==> src/rtl/nvseq_pkg.sv <==
package nvseq_pkg;
  localparam int unsigned ADDR_W    = 15;
  localparam int unsigned N_PREFIX  = 5;

  typedef logic [N_PREFIX-1:0][ADDR_W-1:0] prefix_t;

  // index 0 is the first step of the series
  localparam prefix_t PREFIX_DEF = {15'h303F, 15'h3C1F, 15'h03E0, 15'h31C7, 15'h0E38};
  localparam logic [ADDR_W-1:0] STORE_ADDR_DEF  = 15'h0FC0;
  localparam logic [ADDR_W-1:0] RECALL_ADDR_DEF = 15'h0C63;

  typedef enum logic [1:0] {
    OP_NONE   = 2'b00,
    OP_STORE  = 2'b01,
    OP_RECALL = 2'b10
  } nv_op_e;
endpackage

==> src/rtl/nvseq_ce_sync.sv <==
module nvseq_ce_sync #(
  parameter int unsigned STAGES = 2
) (
  input  logic clk_i,
  input  logic rst_ni,
  input  logic ce_ni,
  input  logic we_ni,
  output logic strobe_o,
  output logic we_ok_o
);
  logic [STAGES-1:0] ce_q, we_q;
  logic              ce_last_q;

  for (genvar i = 0; i < STAGES; i++) begin : g_stage
    if (i == 0) begin : g_first
      always_ff @(posedge clk_i or negedge rst_ni) begin
        if (!rst_ni) begin
          ce_q[i] <= 1'b1;
          we_q[i] <= 1'b1;
        end else begin
          ce_q[i] <= ce_ni;
          we_q[i] <= we_ni;
        end
      end
    end else begin : g_next
      always_ff @(posedge clk_i or negedge rst_ni) begin
        if (!rst_ni) begin
          ce_q[i] <= 1'b1;
          we_q[i] <= 1'b1;
        end else begin
          ce_q[i] <= ce_q[i-1];
          we_q[i] <= we_q[i-1];
        end
      end
    end
  end

  always_ff @(posedge clk_i or negedge rst_ni) begin
    if (!rst_ni) ce_last_q <= 1'b1;
    else         ce_last_q <= ce_q[STAGES-1];
  end

  assign strobe_o = ce_last_q & ~ce_q[STAGES-1];
  assign we_ok_o  = we_q[STAGES-1];

  // one step per enable-low pulse
  assert_single_strobe_R7: assert property (@(posedge clk_i) disable iff (!rst_ni)
    strobe_o |=> !strobe_o);
endmodule

==> src/rtl/nvseq_matcher.sv <==
module nvseq_matcher
  import nvseq_pkg::*;
#(
  parameter int unsigned      AW          = ADDR_W,
  parameter int unsigned      NP          = N_PREFIX,
  parameter logic [NP-1:0][AW-1:0] PREFIX = PREFIX_DEF,
  parameter logic [AW-1:0]    STORE_ADDR  = STORE_ADDR_DEF,
  parameter logic [AW-1:0]    RECALL_ADDR = RECALL_ADDR_DEF
) (
  input  logic          clk_i,
  input  logic          rst_ni,
  input  logic          strobe_i,
  input  logic          we_ok_i,
  input  logic          block_i,
  input  logic [AW-1:0] addr_i,
  output logic          store_o,
  output logic          recall_o
);
  localparam int unsigned STEP_W = $clog2(NP + 2);
  localparam int unsigned HIT_N  = 2 ** STEP_W;
  localparam logic [STEP_W-1:0] LAST = STEP_W'(NP);

  logic [STEP_W-1:0] step_q, step_d;
  logic [HIT_N-1:0]  hit;
  logic              hit_store, hit_recall;
  nv_op_e            op_d, op_q;

  for (genvar i = 0; i < HIT_N; i++) begin : g_cmp
    if (i < NP) begin : g_lane
      assign hit[i] = (addr_i == PREFIX[i]);
    end else begin : g_pad
      assign hit[i] = 1'b0;
    end
  end

  assign hit_store  = (addr_i == STORE_ADDR);
  assign hit_recall = (addr_i == RECALL_ADDR);

  always_comb begin
    step_d = step_q;
    op_d   = OP_NONE;
    if (strobe_i && !block_i) begin
      if (!we_ok_i) begin
        step_d = '0;
      end else if (step_q < LAST && hit[step_q]) begin
        step_d = step_q + 1'b1;
      end else if (step_q == LAST && hit_store) begin
        step_d = '0;
        op_d   = OP_STORE;
      end else if (step_q == LAST && hit_recall) begin
        step_d = '0;
        op_d   = OP_RECALL;
      end else begin
        step_d = hit[0] ? STEP_W'(1) : '0;
      end
    end
  end

  always_ff @(posedge clk_i or negedge rst_ni) begin
    if (!rst_ni) begin
      step_q <= '0;
      op_q   <= OP_NONE;
    end else begin
      step_q <= step_d;
      op_q   <= op_d;
    end
  end

  assign store_o  = (op_q == OP_STORE);
  assign recall_o = (op_q == OP_RECALL);

  assert_step_range_R3: assert property (@(posedge clk_i) disable iff (!rst_ni)
    step_q <= LAST);
  assert_write_step_idle_R5: assert property (@(posedge clk_i) disable iff (!rst_ni)
    (strobe_i && !block_i && !we_ok_i) |=> (step_q == '0));
  assert_store_addr_R1: assert property (@(posedge clk_i) disable iff (!rst_ni)
    store_o |-> ($past(strobe_i) && $past(addr_i) == STORE_ADDR));
  assert_recall_addr_R2: assert property (@(posedge clk_i) disable iff (!rst_ni)
    recall_o |-> ($past(strobe_i) && $past(addr_i) == RECALL_ADDR));
  assert_pulse_one_cycle_R1: assert property (@(posedge clk_i) disable iff (!rst_ni)
    (store_o || recall_o) |=> !(store_o || recall_o));
  assert_ops_exclusive_R2: assert property (@(posedge clk_i) disable iff (!rst_ni)
    !(store_o && recall_o));
  assert_blocked_ignored_R9: assert property (@(posedge clk_i) disable iff (!rst_ni)
    block_i |=> $stable(step_q));
endmodule

==> src/rtl/nvseq_busy_timer.sv <==
module nvseq_busy_timer #(
  parameter int unsigned STORE_CYC  = 4000,
  parameter int unsigned RECALL_CYC = 500
) (
  input  logic clk_i,
  input  logic rst_ni,
  input  logic store_i,
  input  logic recall_i,
  output logic busy_o
);
  localparam int unsigned MAX_CYC = (STORE_CYC > RECALL_CYC) ? STORE_CYC : RECALL_CYC;
  localparam int unsigned CNT_W   = $clog2(MAX_CYC + 1);

  logic [CNT_W-1:0] cnt_q;

  always_ff @(posedge clk_i or negedge rst_ni) begin
    if (!rst_ni)               cnt_q <= '0;
    else if (store_i)          cnt_q <= CNT_W'(STORE_CYC);
    else if (recall_i)         cnt_q <= CNT_W'(RECALL_CYC);
    else if (cnt_q != '0)      cnt_q <= cnt_q - 1'b1;
  end

  assign busy_o = (cnt_q != '0);

  assert_busy_after_start_R8: assert property (@(posedge clk_i) disable iff (!rst_ni)
    (store_i || recall_i) |=> busy_o);
endmodule

==> src/rtl/nvseq_detect.sv <==
module nvseq_detect
  import nvseq_pkg::*;
#(
  parameter int unsigned      AW          = ADDR_W,
  parameter logic [N_PREFIX-1:0][AW-1:0] PREFIX = PREFIX_DEF,
  parameter logic [AW-1:0]    STORE_ADDR  = STORE_ADDR_DEF,
  parameter logic [AW-1:0]    RECALL_ADDR = RECALL_ADDR_DEF,
  parameter int unsigned      SYNC_STAGES = 2,
  parameter int unsigned      STORE_CYC   = 4000,
  parameter int unsigned      RECALL_CYC  = 500
) (
  input  logic          clk_i,
  input  logic          rst_ni,
  input  logic [AW-1:0] addr_i,
  input  logic          ce_ni,
  input  logic          we_ni,
  input  logic          oe_ni,
  output logic          store_o,
  output logic          recall_o,
  output logic          busy_o,
  output logic          dout_en_o
);
  logic strobe, we_ok, block;

  nvseq_ce_sync #(.STAGES(SYNC_STAGES)) u_sync (
    .clk_i    (clk_i),
    .rst_ni   (rst_ni),
    .ce_ni    (ce_ni),
    .we_ni    (we_ni),
    .strobe_o (strobe),
    .we_ok_o  (we_ok)
  );

  // also block in the start cycle, before busy has risen
  assign block = busy_o | store_o | recall_o;

  nvseq_matcher #(
    .AW          (AW),
    .NP          (N_PREFIX),
    .PREFIX      (PREFIX),
    .STORE_ADDR  (STORE_ADDR),
    .RECALL_ADDR (RECALL_ADDR)
  ) u_match (
    .clk_i    (clk_i),
    .rst_ni   (rst_ni),
    .strobe_i (strobe),
    .we_ok_i  (we_ok),
    .block_i  (block),
    .addr_i   (addr_i),
    .store_o  (store_o),
    .recall_o (recall_o)
  );

  nvseq_busy_timer #(
    .STORE_CYC  (STORE_CYC),
    .RECALL_CYC (RECALL_CYC)
  ) u_busy (
    .clk_i    (clk_i),
    .rst_ni   (rst_ni),
    .store_i  (store_o),
    .recall_i (recall_o),
    .busy_o   (busy_o)
  );

  assign dout_en_o = ~ce_ni & ~oe_ni & we_ni & ~busy_o;

  assert_hiz_while_busy_R10: assert property (@(posedge clk_i) disable iff (!rst_ni)
    busy_o |-> !dout_en_o);
  assert_no_start_while_busy_R9: assert property (@(posedge clk_i) disable iff (!rst_ni)
    busy_o |=> !(store_o || recall_o));
endmodule

==> config.mk <==
export PLATFORM = sky130hd
export DESIGN_NAME = nvseq_detect
export DESIGN_NICKNAME = d
export VERILOG_FILES = /design/src/rtl/nvseq_pkg.sv /design/src/rtl/nvseq_ce_sync.sv /design/src/rtl/nvseq_matcher.sv /design/src/rtl/nvseq_busy_timer.sv /design/src/rtl/nvseq_detect.sv
export SDC_FILE = /design/constraint.sdc
export NUM_CORES = 1
export LEC_CHECK = 0
export BUFFER_PORTS_ARGS = -buffer_cell sky130_fd_sc_hd__clkbuf_2
export CORE_UTILIZATION = 57
export CTS_BUF_LIST = sky130_fd_sc_hd__clkbuf_8
export CTS_CLUSTER_SIZE = 20
export DETAILED_ROUTE_END_ITERATION = 12
export GPL_TIMING_DRIVEN = 0
export PLACE_DENSITY = 0.93
export SYNTH_ARGS = -nofsm -noshare
export SYNTH_HDL_FRONTEND = slang
export SYNTH_SLANG_ARGS = --single-unit
==> constraint.sdc <==
create_clock -name clk_i -period 2.1 [get_ports clk_i]
set_clock_uncertainty 0.05 [all_clocks]
set_input_delay 0.105 -clock clk_i [delete_from_list [all_inputs] [get_ports clk_i]]
set_output_delay 0.105 -clock clk_i [all_outputs]
set_load 0.005 [all_outputs]
; ---- After elaboration in Yosys (flattened, before gate mapping)
; Cells that the tools add are included.
[word_totals]
regBits = 22
in_bits = 20
output_inout_bits = 4
elab_cells = 54
[op_classes]
addsub = 2
magnitude_cmp = 2
eq_ne = 10
n_mux = 15
bitwise = 10
n_reduce_logical = 7
[ops]
columns = operator, count
row1 = "15-bit by 12-bit equality test with 1-bit output, second input constant", 3
row2 = "15-bit by 14-bit equality test with 1-bit output, second input constant", 3
row3 = 12-bit two-way mux, 3
row4 = "15-bit by 10-bit equality test with 1-bit output, second input constant", 1
row5 = 3-bit two-way mux, 4
row6 = 12-bit nonzero test, 1
row7 = "12-bit by 1-bit subtractor with 12-bit output, second input constant", 1
row8 = 2-bit two-way mux, 5
row9 = 1-bit bitwise AND, 4
row10 = 1-bit logical AND, 4
row11 = "3-bit by 4-bit < comparator with 1-bit output, second input constant", 1
row12 = 1-bit NOT, 4
row13 = "3-bit by 1-bit adder with 3-bit output, second input constant", 1
row14 = 1-bit binary-select mux with 3-bit select, 1
row15 = "3-bit equality test, second input constant", 1
row16 = "3-bit < comparator, second input constant", 1
row17 = 3-bit nonzero test, 1
row18 = "2-bit by 1-bit equality test with 1-bit output, second input constant", 1
row19 = "2-bit equality test, second input constant", 1
row20 = 1-bit two-way mux, 2
row21 = 1-bit OR, 2
row22 = 1-bit logical NOT, 1

; ---- Longest topological paths before layout
[logic_depth]
ltp_word = 7
mapped_depth = 9
ltp_nobuf = 8

; ---- Hierarchy
; From an unflattened synthesis, not the netlist that was laid out.
[unflattened]
hier_cells = 135
area_unflattened_um2 = 1358.8
[by_module_without_submodules]
columns = mod, instances, cells_per_inst, area_per_inst_um2, seq_area_each_um2
row1 = nvseq_busy_timer, 1, 68, 693.2, 300.3
row2 = nvseq_matcher, 1, 59, 505.5, 125.1
row3 = nvseq_ce_sync, 1, 6, 145.1, 131.4
row4 = nvseq_detect, 1, 2, 15.0, 0.0

; ---- Least setup slack after synthesis
; OpenSTA, ideal clock, no wires.
[synth_timing]
path_kind = flip-flop to flip-flop
startpoint = reg u_match.op_q[0]
endpoint = reg u_match.step_q[0]
setup_time_ns = 0.120
t_arrival_ns = 1.607
required_ns = 1.930
setup_slack_ns = 0.323
path_stages_with_launch = 9
n_path_buf = 1
period_less_slack_ns = 1.777
cell_sequence = dfrtp_1 inv_1 ha_1 clkbuf_1 nor2_1 nand3b_1 nor2_4 o21ai_0 a41o_1
[synth_via]
word_cells_on_any_way = 6
classes_between = 2 x eq/ne / 2 x bitwise / 2 x reduce/logical
[synth_lines]
columns = element, line_no
row1 = start: declaration, nvseq_matcher.sv:26  ; nv_op_e op_d, op_q;
row2 = start signal: assignment, nvseq_matcher.sv:65  ; op_q <= op_d;
row3 = 2-bit equality test, nvseq_matcher.sv:70  ; assign recall_o = (op_q == OP_RECALL);
row4 = net recall_o, nvseq_detect.sv:19  ; output logic recall_o,
row5 = 1-bit OR, nvseq_detect.sv:35  ; assign block = busy_o | store_o | recall_o;
row6 = 1-bit logical NOT, nvseq_matcher.sv:42  ; if (strobe_i && !block_i) begin
row7 = 1-bit logical AND, nvseq_matcher.sv:42
row8 = end signal: assignment, nvseq_matcher.sv:64  ; step_q <= step_d;
row9 = end: declaration, nvseq_matcher.sv:23  ; logic [STEP_W-1:0] step_q, step_d;
; The timed path passes the listed nets, and every way through them passes these cells.
; A chain may end at the register's enable or synchronous reset.

; ---- Final worst setup path
[layout_timing]
startpoint = reg u_busy.cnt_q[0]
endpoint = out dout_en_o
[layout_via]
elab_chain_len = 3
[layout_rtl]
columns = element, line_no
row1 = start: declaration, nvseq_busy_timer.sv:14  ; logic [CNT_W-1:0] cnt_q;
row2 = start signal: assignment, nvseq_busy_timer.sv:18  ; else if (store_i) cnt_q <= CNT_W'(STORE_CYC);
row3 = start signal: assignment, nvseq_busy_timer.sv:19  ; else if (recall_i) cnt_q <= CNT_W'(RECALL_CYC);
row4 = start signal: assignment, nvseq_busy_timer.sv:20  ; else if (cnt_q != '0) cnt_q <= cnt_q - 1'b1;
row5 = 12-bit nonzero test, nvseq_busy_timer.sv:23  ; assign busy_o = (cnt_q != '0);
row6 = 1-bit NOT, nvseq_detect.sv:65  ; assign dout_en_o = ~ce_ni & ~oe_ni & we_ni & ~busy_o;
row7 = 1-bit bitwise AND, nvseq_detect.sv:65
row8 = end: declaration, nvseq_detect.sv:21  ; output logic dout_en_o
; Every way passes these cells.

==> results.cfg <==
[setup_path]
crit_type = flip-flop to primary output
critPathMaxStageDelay_ns = 0.43
cp_top_family = simple AND/OR/NAND/NOR gates
end_kind = primary output
cp.arrival_ns = 1.81
crit_required_ns = 1.95
critPathSlowestCell = dfrtp_1
cp_cell_sequence = inv_1 -> ha_1 -> nor4b_4 -> nand3_2 -> nor4b_2 -> clkbuf_2
critPathLaunchType = flip-flop
path_buf_inv = 2
critPathMaxFanout = 5

[routing]
drt-wirelength-per-cell_um = 15.5
dr.pass1.iters = 4
finalWirelength_mm = 3.03
drc = 0
vias = 1197
drt_iter0_markers = 37
ant_nets = 0
viasPerCell = 6.14

[yosys]
yosysSeqAreaShare_pct = 40.2
synthTopCellsByCount = dfrtp_1 (17), nor2_1 (12), nand2_1 (9)
ys_warn_count = 0
synth_cell_type_count = 45
synth_top_flop_cell = dfrtp_1
synthArstFlopShare_pct = 100
synth.most_common_cell = dfrtp_1
synth_area_leaders = dfrtp_1 (31%), dfstp_2 (9.5%), ha_1 (5.4%)
synth-edff-count = 0
syn_avg_cell_area_um2 = 10.1
synth_cells = 137
netlist.area_leader.share_pct = 30.7
synth_area_um2 = 1390
synth_top_area_cell = dfrtp_1
ys_seq_elements = 22
syn-num-nets = 163

[floorplan]
design.die.area_um2 = 2630
initial_core_util_pct = 61.4
die_w_um = 51.3
pin_count = 24
core_area_um2 = 2250
rows = 17
die_y_um = 51.3

[clock_tree]
postCtsSetupBuffers = 0
cts_max_level = 1
clk_latency_ns = 0.27
cts_num_sinks = 22
tritoncts = yes
cts_buffers = 3
cts_root_buf = clkbuf_8
clkTransAtPathRegs_ns = 0.09
clock_path_buffers = 2

[placed_design]
dp_hpwl_mm = 2.26
gp_congestion = 0.920
dpl.cell_count = 188
port_buffers = 23

[finish]
layout.cells.non_filler = 195
area_growth_pct = 21.9
drive_gt1_share_pct = 29.3
fin_nets = 194
diodes = 0

[flow_run]
max-cap-violations = 0

[sta]
rsz0062_at_grt = no
hold_violations = 0
max_slew.worst_pin.slew_ns = 0.534
whs_ns = 0.0238
tns_ns = 0
finalCriticalPeriod_ns = 1.97
fin_crit_sh_pct = 93.7
maxSlewHeadroom_pct = 64.4
setup-violations-final = 0
report.final.slew_viol_count = 0
fmax_ghz = 0.508

[worst_hold_path]
hold_class = primary input to flip-flop

[outcome]
status = completed

[power_and_ir_drop]
leakagePower_nw = 0.808
vdd_drop_max_mv = 0.482
pwr_density_cell_nw_per_um2 = 531
total_power_uw = 896

[global_route]
grt_max_degree = 23
grt_usage_pct = 25.6
antenna_found_initial = 0
grt_pass1_wl_mm = 4.94
grt_pass1_vias = 1100
overflow = 0
==> worst paths after layout <==
kind	from	endpoint	slack, ns	cells after the start
setup / recovery	u_busy.cnt_q[0]	dout_en_o	0.13	6
hold / removal	addr_i[5]	u_match.op_q[0]	0.02	2
min in group asynchronous	rst_ni	u_busy.cnt_q[9]	0.28	2
hold reg to reg	u_sync.we_q[0]	u_sync.we_ok_o	0.31	0
setup reg to reg	u_busy.cnt_q[0]	u_busy.cnt_q[7]	0.14	8
max in group asynchronous	rst_ni	u_sync.ce_q[0]	1.34	2
==> what timing repair did <==
item,CTS,global route
resized for setup,1,7
gates cloned,0,0
hold endpoints to repair,19,0
hold buffers,3,0
setup endpoints to repair,1,8
pin swaps,0,0
==> registers in the layout (all words and copies together), names as in the netlist <==
register	flops
u_busy.cnt_q	12
u_match.op_q	2
u_match.step_q	3
u_sync.ce_last_q	1
u_sync.ce_q	2
u_sync.we_ok_o	1
u_sync.we_q	1
==> layer usage <==
layer,global-route usage (%),vias up,part of all wire [%]
met5,0,-,0
met4,6.76,0,0.53
met3,4.46,2,2.8
met2,44.1,23,52
met1,32.9,596,45
li1,-,576,-
==> through the flow <==
| stage | utilization (%) | area (um^2) | setup WS, ns |
|---|---|---|---|
| final | 74.9 | 1690 | 0.133 |
| after floorplan | - | 1390 | 0.323 |
| after CTS | 72.9 | 1640 | 0.0121 |
| after global placement | 68.1 | 1540 | 0.113 |
| after detailed placement | 68.1 | 1540 | 0.0366 |
| after global routing | 74.9 | 1690 | 0.0122 |
==> area by class of cell <==
| cell class | count | area [um^2] |
|---|---|---|
| Buffer | 2 | 15.0 |
| Clock buffer | 3 | 41.3 |
| Clock inverter | 1 | 30.0 |
| Fill cell | 158 | 567 |
| Inverter | 8 | 30.0 |
| Multi-Input combinational cell | 105 | 835 |
| Sequential cell | 22 | 557 |
| Tap cell | 28 | 35.0 |
| Timing Repair Buffer | 26 | 145 |
==> layout by cell type (no fill, tap or decap), drive strengths merged, types with 2 or more instances in the layout <==
cell	instances
xnor2	3
nor3	7
nand4	5
o31ai	2
nand2	9
xor2	2
o21a	5
nor4b	2
nor2	13
nor4	4
o41ai	2
a21oi	2
dfrtp	17
inv	8
clkbuf	27
ha	6
and2	2
or3	2
dfstp	5
o31a	2
nand3b	3
o21ai	5
nand2b	2
nand4b	5
and3	4
nor3b	2
nand3	5
dlygate4sd3	3
==> logic make-up (layout without fill, tap and decap cells) <==
kind of cell	after synthesis	in the layout	share of synthesized area (%)
simple gates	68	68	34.1
compound gates	26	26	13.9
flops	22	22	40.2
buf+inv	10	40	3.25
fa+ha+maj	6	6	5.42
xor+xnor	5	5	3.16
==> where the power goes <==
group          switching [mW]  total, mW  internal [mW]  leakage, nW
Sequential            0.00289      0.435          0.432        0.290
Combinational          0.0344     0.0605         0.0261        0.482
Clock                   0.146      0.401          0.255       0.0357
Total                   0.183      0.896          0.713        0.808
(Power assumes the default switching activity.)
